===== config.mk =====
export PLATFORM = sky130hd
export DESIGN_NAME = opctl_cmd_top
export DESIGN_NICKNAME = d
export VERILOG_FILES = /design/src/rtl/opctl_pkg.sv /design/src/rtl/opctl_cmd_gate.sv /design/src/rtl/opctl_state_seq.sv /design/src/rtl/opctl_flag_bank.sv /design/src/rtl/opctl_tsym_sched.sv /design/src/rtl/opctl_cmd_top.sv
export SDC_FILE = /design/constraint.sdc
export NUM_CORES = 1
export LEC_CHECK = 0
export BUFFER_PORTS_ARGS = -buffer_cell sky130_fd_sc_hd__buf_4
export CAP_MARGIN = 0
export CORE_MARGIN = 2
export CORE_UTILIZATION = 45
export CTS_CLUSTER_SIZE = 12
export DETAILED_ROUTE_END_ITERATION = 6
export PLACE_DENSITY = 0.69
export SLEW_MARGIN = 25
export SYNTH_ARGS = -nofsm -noshare
export SYNTH_HDL_FRONTEND = slang
export SYNTH_HIERARCHICAL = 1
export SYNTH_SLANG_ARGS = --single-unit

===== constraint.sdc =====
create_clock -name clk -period 4.56 [get_ports clk]
set_input_delay 0.912 -clock clk [delete_from_list [all_inputs] [get_ports clk]]
set_output_delay 0.912 -clock clk [all_outputs]
set_load 0.02 [all_outputs]

===== src/rtl/opctl_pkg.sv =====
package opctl_pkg;

    localparam int CMD_W = 4;
    localparam int ST_W  = 3;

    typedef enum logic [ST_W-1:0] {
        ST_DEFCFG  = 3'd0,
        ST_CONFIG  = 3'd1,
        ST_READY   = 3'd2,
        ST_WAKEUP  = 3'd3,
        ST_STARTUP = 3'd4,
        ST_NACT    = 3'd5,
        ST_NPAS    = 3'd6,
        ST_HALT    = 3'd7
    } opst_e;

    typedef enum logic [CMD_W-1:0] {
        OP_NONE    = 4'd0,
        OP_WAKEUP  = 4'd3,
        OP_RUN     = 4'd4,
        OP_ALLSLOT = 4'd5,
        OP_HALT    = 4'd6,
        OP_FREEZE  = 4'd7,
        OP_TSYM    = 4'd8,
        OP_ALLOWCS = 4'd9,
        OP_CLRSTAT = 4'd10,
        OP_CLRRAM  = 4'd11
    } opcmd_e;

    typedef struct packed {
        logic   acc;
        opcmd_e op;
    } cmd_dec_t;

    function automatic logic code_known(logic [CMD_W-1:0] c);
        return (c >= 4'd3) && (c <= 4'd11);
    endfunction

    function automatic logic in_normal(opst_e s);
        return (s == ST_NACT) || (s == ST_NPAS);
    endfunction

    function automatic logic in_cfg(opst_e s);
        return (s == ST_DEFCFG) || (s == ST_CONFIG);
    endfunction

    function automatic logic cmd_legal(opcmd_e op, opst_e s);
        logic ok;
        case (op)
            OP_WAKEUP, OP_RUN:   ok = (s == ST_READY);
            OP_ALLSLOT, OP_HALT: ok = in_normal(s);
            OP_FREEZE, OP_CLRSTAT: ok = 1'b1;
            OP_TSYM:             ok = (s == ST_NACT);
            OP_ALLOWCS:          ok = !(in_cfg(s) || (s == ST_HALT));
            OP_CLRRAM:           ok = in_cfg(s);
            default:             ok = 1'b0;
        endcase
        return ok;
    endfunction

    function automatic logic force_ok(logic [ST_W-1:0] s);
        return (s == ST_CONFIG) || (s == ST_READY) || (s == ST_NACT) || (s == ST_NPAS);
    endfunction

endpackage


===== src/rtl/opctl_cmd_gate.sv =====
module opctl_cmd_gate
    import opctl_pkg::*;
(
    input  logic             cmd_we,
    input  logic [CMD_W-1:0] cmd_code,
    input  opst_e            state,
    output cmd_dec_t         dec
);

    always_comb begin
        dec.acc = 1'b0;
        dec.op  = OP_NONE;
        if (cmd_we && code_known(cmd_code)) begin
            if (cmd_legal(opcmd_e'(cmd_code), state)) begin
                dec.acc = 1'b1;
                dec.op  = opcmd_e'(cmd_code);
            end
        end
    end

endmodule


===== src/rtl/opctl_state_seq.sv =====
module opctl_state_seq
    import opctl_pkg::*;
(
    input  logic            clk,
    input  logic            rst,
    input  cmd_dec_t        dec,
    input  logic            cycle_end,
    input  logic            force_en,
    input  logic [ST_W-1:0] force_state,
    output opst_e           state,
    output logic            single_slot
);

    opst_e state_n;
    logic  halt_pend, halt_pend_n;
    logic  slot_pend, slot_pend_n;
    logic  single_n;

    always_comb begin
        state_n     = state;
        halt_pend_n = halt_pend;
        slot_pend_n = slot_pend;
        single_n    = single_slot;

        if (force_en) begin
            if (force_ok(force_state)) begin
                state_n     = opst_e'(force_state);
                halt_pend_n = 1'b0;
            end
        end else begin
            // deferred work armed in earlier cycles
            if (cycle_end) begin
                if (halt_pend) begin
                    state_n     = ST_HALT;
                    halt_pend_n = 1'b0;
                end
                if (slot_pend) begin
                    single_n    = 1'b0;
                    slot_pend_n = 1'b0;
                end
            end
            if (dec.acc) begin
                case (dec.op)
                    OP_WAKEUP:  state_n = ST_WAKEUP;
                    OP_RUN:     state_n = ST_STARTUP;
                    OP_ALLSLOT: slot_pend_n = 1'b1;
                    OP_HALT:    halt_pend_n = 1'b1;
                    OP_FREEZE: begin
                        state_n     = ST_HALT;
                        halt_pend_n = 1'b0;
                    end
                    default: ;
                endcase
            end
        end
    end

    always_ff @(posedge clk) begin
        if (rst) begin
            state       <= ST_DEFCFG;
            halt_pend   <= 1'b0;
            slot_pend   <= 1'b0;
            single_slot <= 1'b1;
        end else begin
            state       <= state_n;
            halt_pend   <= halt_pend_n;
            slot_pend   <= slot_pend_n;
            single_slot <= single_n;
        end
    end

endmodule


===== src/rtl/opctl_flag_bank.sv =====
module opctl_flag_bank
    import opctl_pkg::*;
(
    input  logic     clk,
    input  logic     rst,
    input  cmd_dec_t dec,
    input  logic     cs_noise_set,
    input  logic     cs_abort_set,
    output logic     flg_freeze,
    output logic     flg_halt_req,
    output logic     flg_cs_inhibit,
    output logic     flg_cs_noise,
    output logic     flg_cs_abort
);

    logic clr_stat;
    assign clr_stat = dec.acc && (dec.op == OP_CLRSTAT);

    always_ff @(posedge clk) begin
        if (rst) begin
            flg_freeze     <= 1'b0;
            flg_halt_req   <= 1'b0;
            flg_cs_inhibit <= 1'b1;
            flg_cs_noise   <= 1'b0;
            flg_cs_abort   <= 1'b0;
        end else begin
            if (clr_stat) begin
                flg_freeze   <= 1'b0;
                flg_halt_req <= 1'b0;
                flg_cs_noise <= 1'b0;
                flg_cs_abort <= 1'b0;
            end
            if (dec.acc && dec.op == OP_FREEZE)  flg_freeze     <= 1'b1;
            if (dec.acc && dec.op == OP_HALT)    flg_halt_req   <= 1'b1;
            if (dec.acc && dec.op == OP_ALLOWCS) flg_cs_inhibit <= 1'b0;
            if (cs_noise_set) flg_cs_noise <= 1'b1;
            if (cs_abort_set) flg_cs_abort <= 1'b1;
        end
    end

endmodule


===== src/rtl/opctl_tsym_sched.sv =====
module opctl_tsym_sched
    import opctl_pkg::*;
#(
    parameter int CH_W = 2
) (
    input  logic            clk,
    input  logic            rst,
    input  cmd_dec_t        dec,
    input  logic [CH_W-1:0] tsym_sel,
    input  logic            cycle_end,
    input  logic            sym_window,
    output logic            tsym_req,
    output logic [CH_W-1:0] tsym_ch
);

    logic            armed, live;
    logic [CH_W-1:0] ch_lat;
    logic            fire;

    assign fire = live && sym_window;

    always_ff @(posedge clk) begin
        if (rst) begin
            armed    <= 1'b0;
            live     <= 1'b0;
            ch_lat   <= '0;
            tsym_req <= 1'b0;
            tsym_ch  <= '0;
        end else begin
            tsym_req <= fire;
            tsym_ch  <= fire ? ch_lat : '0;
            if (fire) live <= 1'b0;
            if (armed && cycle_end) begin
                live  <= 1'b1;
                armed <= 1'b0;
            end
            if (dec.acc && dec.op == OP_TSYM) begin
                armed  <= 1'b1;
                ch_lat <= tsym_sel;
            end
        end
    end

endmodule


===== src/rtl/opctl_cmd_top.sv =====
module opctl_cmd_top
    import opctl_pkg::*;
#(
    parameter int CH_W = 2
) (
    input  logic             clk,
    input  logic             rst,
    input  logic             cmd_we,
    input  logic [CMD_W-1:0] cmd_code,
    input  logic [CH_W-1:0]  tsym_sel,
    input  logic             cycle_end,
    input  logic             sym_window,
    input  logic             cs_noise_set,
    input  logic             cs_abort_set,
    input  logic             force_en,
    input  logic [ST_W-1:0]  force_state,
    output logic [ST_W-1:0]  state_o,
    output logic [CMD_W-1:0] cmd_rdbk,
    output logic             flg_freeze,
    output logic             flg_halt_req,
    output logic             flg_cs_inhibit,
    output logic             flg_cs_noise,
    output logic             flg_cs_abort,
    output logic             single_slot,
    output logic             tsym_req,
    output logic [CH_W-1:0]  tsym_ch,
    output logic             ram_clear
);

    opst_e    state;
    cmd_dec_t dec;
    logic     we_eff;

    // a force in the same cycle drops the command
    assign we_eff  = cmd_we && !force_en;
    assign state_o = state;

    opctl_cmd_gate u_gate (
        .cmd_we   (we_eff),
        .cmd_code (cmd_code),
        .state    (state),
        .dec      (dec)
    );

    opctl_state_seq u_seq (
        .clk         (clk),
        .rst         (rst),
        .dec         (dec),
        .cycle_end   (cycle_end),
        .force_en    (force_en),
        .force_state (force_state),
        .state       (state),
        .single_slot (single_slot)
    );

    opctl_flag_bank u_flags (
        .clk            (clk),
        .rst            (rst),
        .dec            (dec),
        .cs_noise_set   (cs_noise_set),
        .cs_abort_set   (cs_abort_set),
        .flg_freeze     (flg_freeze),
        .flg_halt_req   (flg_halt_req),
        .flg_cs_inhibit (flg_cs_inhibit),
        .flg_cs_noise   (flg_cs_noise),
        .flg_cs_abort   (flg_cs_abort)
    );

    opctl_tsym_sched #(.CH_W(CH_W)) u_tsym (
        .clk        (clk),
        .rst        (rst),
        .dec        (dec),
        .tsym_sel   (tsym_sel),
        .cycle_end  (cycle_end),
        .sym_window (sym_window),
        .tsym_req   (tsym_req),
        .tsym_ch    (tsym_ch)
    );

    always_ff @(posedge clk) begin
        if (rst) begin
            cmd_rdbk  <= '0;
            ram_clear <= 1'b0;
        end else begin
            ram_clear <= dec.acc && (dec.op == OP_CLRRAM);
            if (we_eff) cmd_rdbk <= dec.acc ? cmd_code : '0;
        end
    end

endmodule


==> metrics, run 1 <==
outcome finished, final reports clean; async set or reset register ratio after synthesis 0%; CTS tree built; die width 59.2 um; FF+latch area 460 um^2; vias per cell 5.76; drt pass-1 iters 4; Post-Synth XOR/XNOR Area 1.92%; commonest non-fill, non-tap cells in the layout 36 x buf_4, 23 x dfxtp_1, 16 x nand2_1, 12 x a21oi_1, 12 x nand2b_1; Multi-input gate area 863 um^2; top cell type's share of synthesized area 33.6%; hold_buf cts 0; Layout area overhead 22.8%; Synthesized Nets 170; Setup CP Type in2reg; endpoints failing hold 0; Yosys cell types 51; clock sink count 23; Worst Path Buf+Inv 1; reg2reg path depth 7; main combinational cell family by area after synthesis simple AND/OR/NAND/NOR gates; Critical Path Fanout Max 15; Design Area, Final 1680 um^2; fin crit period 2.82 ns; EDFF count, synth 0; worst-case headroom to the max-slew limit 49.1%; IR drop worst, VDD 207 uV; Clock Latency Late Sink 0.32 ns; Peak Freq 354 MHz; Post-CTS Setup Inserts 0; number of cells on the critical path 8; largest area contributor in the netlist dfxtp_1; post-synthesis register bit count 23; core area 2980 um^2; nets@finish 207; layout cells sized above 1 28.0%; die outline height 59.2 um; hold slack 0.466 ns; Pwr Density 226 nW/um^2; endpoints failing setup 0; Worst Setup Start Kind input pin; Clock Root Buffer clkbuf_4; first-pass GRT wire length 5180 um; CP peak stage delay 0.58 ns; vias in the first global route 1212; Synth Warn # 6; Final Max Tran Viols 0; MaxCap Viol Count 0; Placer Congestion 0.754; antenna cells 0; Post-Synth Adder-Cell Area 0%; crit share post-route 61.9%; pre-CTS setup slack 1.08 ns; Initial DRC Count 71; total CTS buffers 3; Avg Inst Size Synth 8.95 um^2; # resized after CTS 0; clock slew seen by the registers of the worst setup and hold paths 0.13 ns; cells after synthesis 153; Compound-Gate Fraction of Synth Area 24.0%; data required time of the critical path 4.79 ns; delay-heaviest family, CP compound AO/OA/AOI/OAI gates; unrepaired setup endpoints after global routing no; Worst Clk Skew 0.00517 ns; Slew @ Worst Pin 0.763 ns; fill count 277; GRT Overall Usage 18.9%; Static Leak 0.643 nW; via count 1279; Worst Hold Class reg2reg; DP HPWL 2220 um; most common cell after layout, fill and taps aside buf_4; row count 20; area of the die 3500 um^2; element type at the critical path end register; drt wl/cell 14.4 um; critical path arrival 3.05 ns; final routed DRC violation total 0; I/O Pins 34; Synth area leaders dfxtp_1 34%, nand2b_1 5.5%, a21oi_1 4.4%, nand2_1 4.4%, nor2b_1 2.7%; CTS H-tree depth 1; CP max-delay cell a31oi_2; Setup WS post-layout 1.74 ns; Post-Route Setup TNS 0 ns; antenna violations before repair 0; Syn Std Cell Area 1370 um^2; Hold Path Depth 2; Initial Util 46.0%; largest net degree at the start of global routing 25; final WL 3200 um; Top FF cell, synth dfxtp_1; ANT nets after route 0; Overflow after GRT 0; port buffer count 33; Synth Area in Simple Gates 33.6%; clock tree buffer depth 2; post-placement cell area 1650 um^2; mux contribution to synthesized area 3.02%; critical path, cell by cell buf_4 > or3_4 > a21oi_4 > o21ai_2 > a31oi_2 > nand4b_1 > nor2b_1 > a221oi_1; sequential area share after synthesis 33.6%
-- layout make-up --
type	instances	share of cell area, %
flip-flops and latches	23	27.4
inverters	5	1.12
repair buffers	36	16.1
well taps	33	2.46
multi-input cells	121	51.4
clock buffers	4	1.56
-- flip-flops by register name (all words and copies together) (netlist names), 2 cells and up --
name and cells:
u_tsym/tsym_ch 2, cmd_rdbk 4, u_tsym/ch_lat 2, u_seq/state 3
-- worst reg2reg max path: cells and delay by family, from the launching register on --
family / cells / cell delay [ns]
simple gates: 3 / 0.86
flops: 1 / 0.59
compound gates: 4 / 1.12
-- path summary, 6_finish.rpt --
kind                        from              end  slack, ns
setup / recovery     cmd_code[1]   u_seq/state[1]       1.74
hold / removal       u_tsym/live  u_tsym/tsym_req       0.47
setup reg to reg  u_seq/state[1]   u_seq/state[1]       1.90
hold reg to reg      u_tsym/live  u_tsym/tsym_req       0.47
-- cells in the mapped netlist (2+ instances only) --
library cell,count
nand2b_4,2
dfxtp_1,23
or2b_1,2
buf_6,2
a21oi_1,12
and2_1,4
nand2_1,16
xnor2_1,2
o311ai_0,2
mux2i_1,3
inv_1,4
nor4bb_1,2
nor2b_1,6
and4b_1,2
o221ai_1,2
nand2b_1,12
buf_2,2
nand4b_1,4
nand3b_1,2
nand3_1,4
nor2_1,5
o21ai_0,7
a21o_1,2
a31oi_1,4
-- metrics by stage --
stage,utilization (%),total power (W),instances
finish,56.4,0.000380,222
global route,56.4,0.000397,222
CTS,56.2,0.000380,222
detailed placement,55.3,0.000284,218
global placement,55.3,0.000282,218
floorplan,-,0.000257,153
-- where the power goes --
| part | internal [W] | switching, W | total (W) |
|---|---|---|---|
| Combinational | 0.0000325 | 0.0000377 | 0.0000702 |
| Sequential | 0.000204 | 0.00000684 | 0.000211 |
| Clock | 0.0000342 | 0.0000639 | 0.0000981 |
-- cell families after synthesis --
group                  count (synthesis)
AND/OR/NAND/NOR                       70
AO/OA/AOI/OAI                         44
flip-flops                            23
multiplexers                           4
buffers and inverters                  9
XOR/XNOR                               3
-- per-layer routing --
metal	GRT usage [%]	wire, um	up-vias
li1	-	-	633
met1	22.9	1390	605
met2	32.4	1640	37
met3	3.49	146	4
met4	8.12	24	0
met5	0	0	-
Power figures use the tool's default switching activity.
==> run 2, diff against run 1 <==
Settings changed: ABC_AREA set to 1.
Clock period 4.56 ns to 2.8 ns, I/O delays scaled along.
==> metrics, run 2 <==
outcome finished, final reports clean; die width 59.3 um; drt pass-1 iters 5; Post-CTS Setup Inserts 0; Clock Latency Late Sink 0.31 ns; Finished Layout Cells 305; Worst Setup Start Kind register; Worst Hold End u_tsym/live; Logic pwr share 19.6%; Pwr Density 362 nW/um^2; Hold Path Depth 2; MaxCap Viol Count 0; hold slack 0.435 ns; vias in the first global route 1180; I/O Pins 34; Synth Warn # 6; R2R Setup Slk 0.62 ns; Post-Route Setup TNS 0 ns; Worst R2R End u_seq/state[2]; layout cells sized above 1 26.1%; Layout area overhead 24.1%; die outline height 59.3 um; worst-case headroom to the max-slew limit 65.3%; port buffer count 33; Slew @ Worst Pin 0.518 ns; largest net degree at the start of global routing 15; async set or reset register ratio after synthesis 0%; GRT Overall Usage 16.7%; antenna violations before repair 0; met2 Track Usage GR 27.9%; data required time of the critical path 3.02 ns; core area 2980 um^2; element type at the critical path end register; reg2reg start u_seq/state[2]; antenna cells 0; Setup CP Type reg2reg; Largest Register cmd_rdbk; Largest regs cmd_rdbk: 4 flops, u_seq/state: 3 flops; Synth area leaders dfxtp_1 33%, nand2_1 19%, inv_1 9.6%, nor2_1 9.6%, nand3_1 3.6%; NetSw 0.000179 W; nets@finish 290; Initial DRC Count 53; Peak Freq 460 MHz; most common cell after layout, fill and taps aside nand2_1; count leader, synth nand2_1; crit share post-route 77.7%; sequential area share after synthesis 33.5%; CTS H-tree depth 1; Overflow after GRT 0; cells after synthesis 233; total CTS buffers 3; Final Max Tran Viols 0; met1 Usage GRT 20.4%; top cell type's share of synthesized area 33.5%; final routed DRC violation total 0; Clock Root Buffer clkbuf_4; Top FF cell, synth dfxtp_1; Yosys cell types 21; Syn Std Cell Area 1380 um^2; vias per cell 4.53; commonest non-fill, non-tap cells in the layout 70 x nand2_1, 35 x inv_1, 35 x nor2_1, 35 x buf_4, 23 x dfxtp_1; power after layout 0.000618 W; DP HPWL 2060 um; endpoints failing setup 0; hold_buf cts 0; area of the die 3510 um^2; Static Leak 0.874 nW; worst setup path start u_seq/state[2]; clock tree buffer depth 2; row count 20; via count 1383; EDFF count, synth 0; # resized after CTS 0; Net Sw Frac 28.9%; critical path arrival 2.39 ns; ANT nets after route 0; number of flip-flops under the largest register name 4; Avg Inst Size Synth 5.90 um^2; Initial Util 46.2%; Synth top cells by count 70 x nand2_1, 35 x inv_1, 35 x nor2_1, 23 x dfxtp_1, 12 x inv_2; worst hold path startpoint sym_window; largest area contributor in the netlist dfxtp_1; CTS tree built; Worst Clk Skew 0.00162 ns; post-placement cell count 301; IR drop worst, VDD 265 uV; post-synthesis register bit count 23; Worst Hold Class in2reg; Synthesized Nets 250; fin crit period 2.18 ns; GR met3 Demand/Resource 4.37%; final WL 2710 um; P_int 0.000439 W; sequential share of power 55.8%; clock share of power 24.6%; clock slew seen by the registers of the worst setup and hold paths 0.12 ns; endpoints failing hold 0; unrepaired setup endpoints after global routing no; first-pass GRT wire length 4570 um; drt wl/cell 8.90 um; reg2reg path depth 17; GRT busiest layer met2; Critical Path Fanout Max 8; clock sink count 23; Placer Congestion 0.837
==> run 2: cell type report <==
type / count / area, um^2
inverters: 53 / 199
well taps: 33 / 41.3
flip-flops and latches: 23 / 460
multi-input cells: 157 / 716
repair buffers: 35 / 263
fillers: 310 / 1270
clock buffers: 3 / 22.5
clock inverters: 1 / 5.00
==> run 2: worst max path at each step <==
stage / end / cells after the start
after floorplan: u_seq/state[2] / 16
after CTS: u_seq/state[2] / 17
after detailed placement: u_seq/state[2] / 17
after global routing: u_seq/state[1] / 16
after global placement: u_seq/state[2] / 17
final: u_seq/state[2] / 17
==> run 2: cells by family after synthesis <==
group           share of synthesized area (%)
flops                                    33.5
simple gates                             45.7
compound gates                           6.37
buf+inv                                  14.5
==> run 2: metrics by stage <==
step                setup slack [ns]  area [um^2]  util [%]
floorplan                      0.718         1380         -
global placement               0.460         1680      56.4
detailed placement             0.421         1680      56.4
CTS                            0.652         1710      57.3
global route                   0.302         1710      57.3
finish                         0.624         1710      57.3
==> run 2: per-layer routing <==
metal	wire (um)	part of all wire (%)	up-vias
li1	-	-	770
met1	1320	49	587
met2	1260	46	24
met3	110	4.1	2
met4	21	0.77	0
met5	0	0	-
==> run 2: power groups by stage <==
stage | Clock [W] | Sequential [W] | Combinational (W)
CTS | 0.000161 | 0.000345 | 0.000122
global route | 0.000173 | 0.000346 | 0.000137
floorplan | 0 | 0.000362 | 0.0000593
global placement | 0 | 0.000352 | 0.000122
detailed placement | 0 | 0.000352 | 0.000121
finish | 0.000152 | 0.000345 | 0.000121
==> run 2: critical path, stage by stage (launching register included) <==
cell     delay [ns]
dfxtp_1        0.49
inv_1          0.06
nand2_1        0.10
nand2_1        0.06
inv_1          0.05
nand2_1        0.04
nand2_1        0.06
nor2_1         0.04
nand2_1        0.07
nand2_2        0.08
nor2_1         0.41
nand2_2        0.14
inv_2          0.08
nand3_2        0.08
o21ai_1        0.10
nand2_1        0.07
a21oi_1        0.12
nor2_1         0.05
==> run 3, diff against run 2 <==
Settings changed: PLACE_DENSITY 0.69 to 0.72.
Clock period 2.8 ns to 1.8 ns, I/O delays scaled along.
==> metrics, run 3 (same netlist as run 2, synthesis figures left out) <==
outcome finished, violations left; failing checks negative setup slack; drt wl/cell 9.43 um; MaxCap Viol Count 0; Clock Root Buffer clkbuf_4; clock sink count 23; GRT Overall Usage 17.5%; Pwr Density 499 nW/um^2; Final Util 68.7%; vias per cell 4.63; data required time of the critical path 2.03 ns; Critical Path Fanout Max 5; worst hold path startpoint sym_window; port buffer count 33; commonest non-fill, non-tap cells in the layout 66 x nand2_1, 57 x buf_4, 30 x inv_1, 30 x nor2_1, 20 x dfxtp_1; crit share post-route 101%; Design Area, Final 2040 um^2; Initial Util 46.2%; final WL 3120 um; row count 20; Largest Register cmd_rdbk; Peak Freq 550 MHz; hold_buf cts 0; Worst Clk Skew 0.00419 ns; Overflow after GRT 0; Largest regs cmd_rdbk: 4 flops, u_seq/state: 3 flops; Slew @ Worst Pin 0.199 ns; Met2 Wirelength 1590 um; wire length on met1 1420 um; I/O Pins 34; element type at the critical path end register; first-pass GRT wire length 4730 um; die outline height 59.3 um; Worst Hold Class in2reg; Placer Congestion 0.779; endpoints failing setup 4; nets@finish 316; antenna cells 0; area of the die 3510 um^2; Static Leak 1.03 nW; Setup CP Type reg2reg; fin crit period 1.82 ns; worst-case headroom to the max-slew limit 86.7%; pre-CTS setup slack -0.250 ns; number of flip-flops under the largest register name 4; drt pass-1 iters 4; R2R Setup Slk -0.02 ns; layout cells sized above 1 40.6%; largest net degree at the start of global routing 15; total CTS buffers 3; DP HPWL 2270 um; CTS H-tree depth 1; post-placement cell area 1850 um^2; Setup WS post-layout -0.0166 ns; post-placement cell count 321; highest routed layer met4; endpoints failing hold 0; worst setup path start u_seq/state[1]; critical path arrival 2.04 ns; unrepaired setup endpoints after global routing yes; Initial DRC Count 30; DR WL met3 85 um; reg2reg start u_seq/state[1]; Final Max Tran Viols 0; Finished Layout Cells 331; clock tree buffer depth 2; Clock Latency Late Sink 0.32 ns; die width 59.3 um; Layout area overhead 48.7%; most common cell after layout, fill and taps aside nand2_1; CTS tree built; vias in the first global route 1211; via count 1532; final routed DRC violation total 0; ANT nets after route 0; IR drop worst, VDD 268 uV; core area 2980 um^2; Worst Setup Start Kind register; antenna violations before repair 0; clock slew seen by the registers of the worst setup and hold paths 0.12 ns
[run 3: worst paths after layout]
path                            cells after the start                 to
worst max-delay path                               15   u_tsym/ch_lat[0]
worst max register to register                     15   u_tsym/ch_lat[0]
worst min-delay path                                2        u_tsym/live
worst min register to register                      2  u_tsym/tsym_ch[0]
[run 3: what timing repair did]
action / in CTS / in global routing
pin swaps: 5 / 8
setup buffers: 2 / 4
setup endpoints to repair: 7 / 17
resized for setup: 7 / 26
[run 3: cell type report]
cell class,count,area (um^2)
Fill cell,266,933
Multi-Input combinational cell,157,815
Timing Repair Buffer,61,482
Sequential cell,23,472
Inverter,53,208
Tap cell,33,41.3
Clock buffer,3,22.5
Clock inverter,1,5.00
[run 3: stage by stage]
| stage | power (W) | TNS (ns) | hold WS [ns] |
|---|---|---|---|
| 2_1_floorplan | 0.000659 | 0 | 0.409 |
| 4_1_cts | 0.00101 | 0 | 0.229 |
| 5_1_grt | 0.00108 | -1.75 | 0.236 |
| 6_report | 0.00102 | -0.0355 | 0.226 |
| 3_3_place_gp | 0.000767 | -1.65 | 0.415 |
| 3_5_place_dp | 0.000769 | -1.93 | 0.421 |
[run 3: layer usage]
metal	track usage [%]	up-vias
met1	21.3	672
li1	-	830
met2	30.5	27
met4	7.79	0
met5	0	-
met3	1.97	3
[run 3: power breakdown]
group	switching (W)	internal, W
clock network	0.000155	0.0000832
logic	0.000132	0.000113
registers	0.0000159	0.000522
[run 3: worst max-delay path, stage by stage (launching register included)]
cell	delay (ns)
dfxtp_4	0.41
inv_4	0.05
nand3_2	0.07
inv_1	0.04
nand2_1	0.05
nand2_1	0.06
nor2_2	0.12
nand2_2	0.09
nand2_8	0.12
clkinvlp_4	0.17
buf_6	0.16
buf_4	0.14
nand3_2	0.07
nor2_2	0.04
nor2_1	0.08
nor2_1	0.05
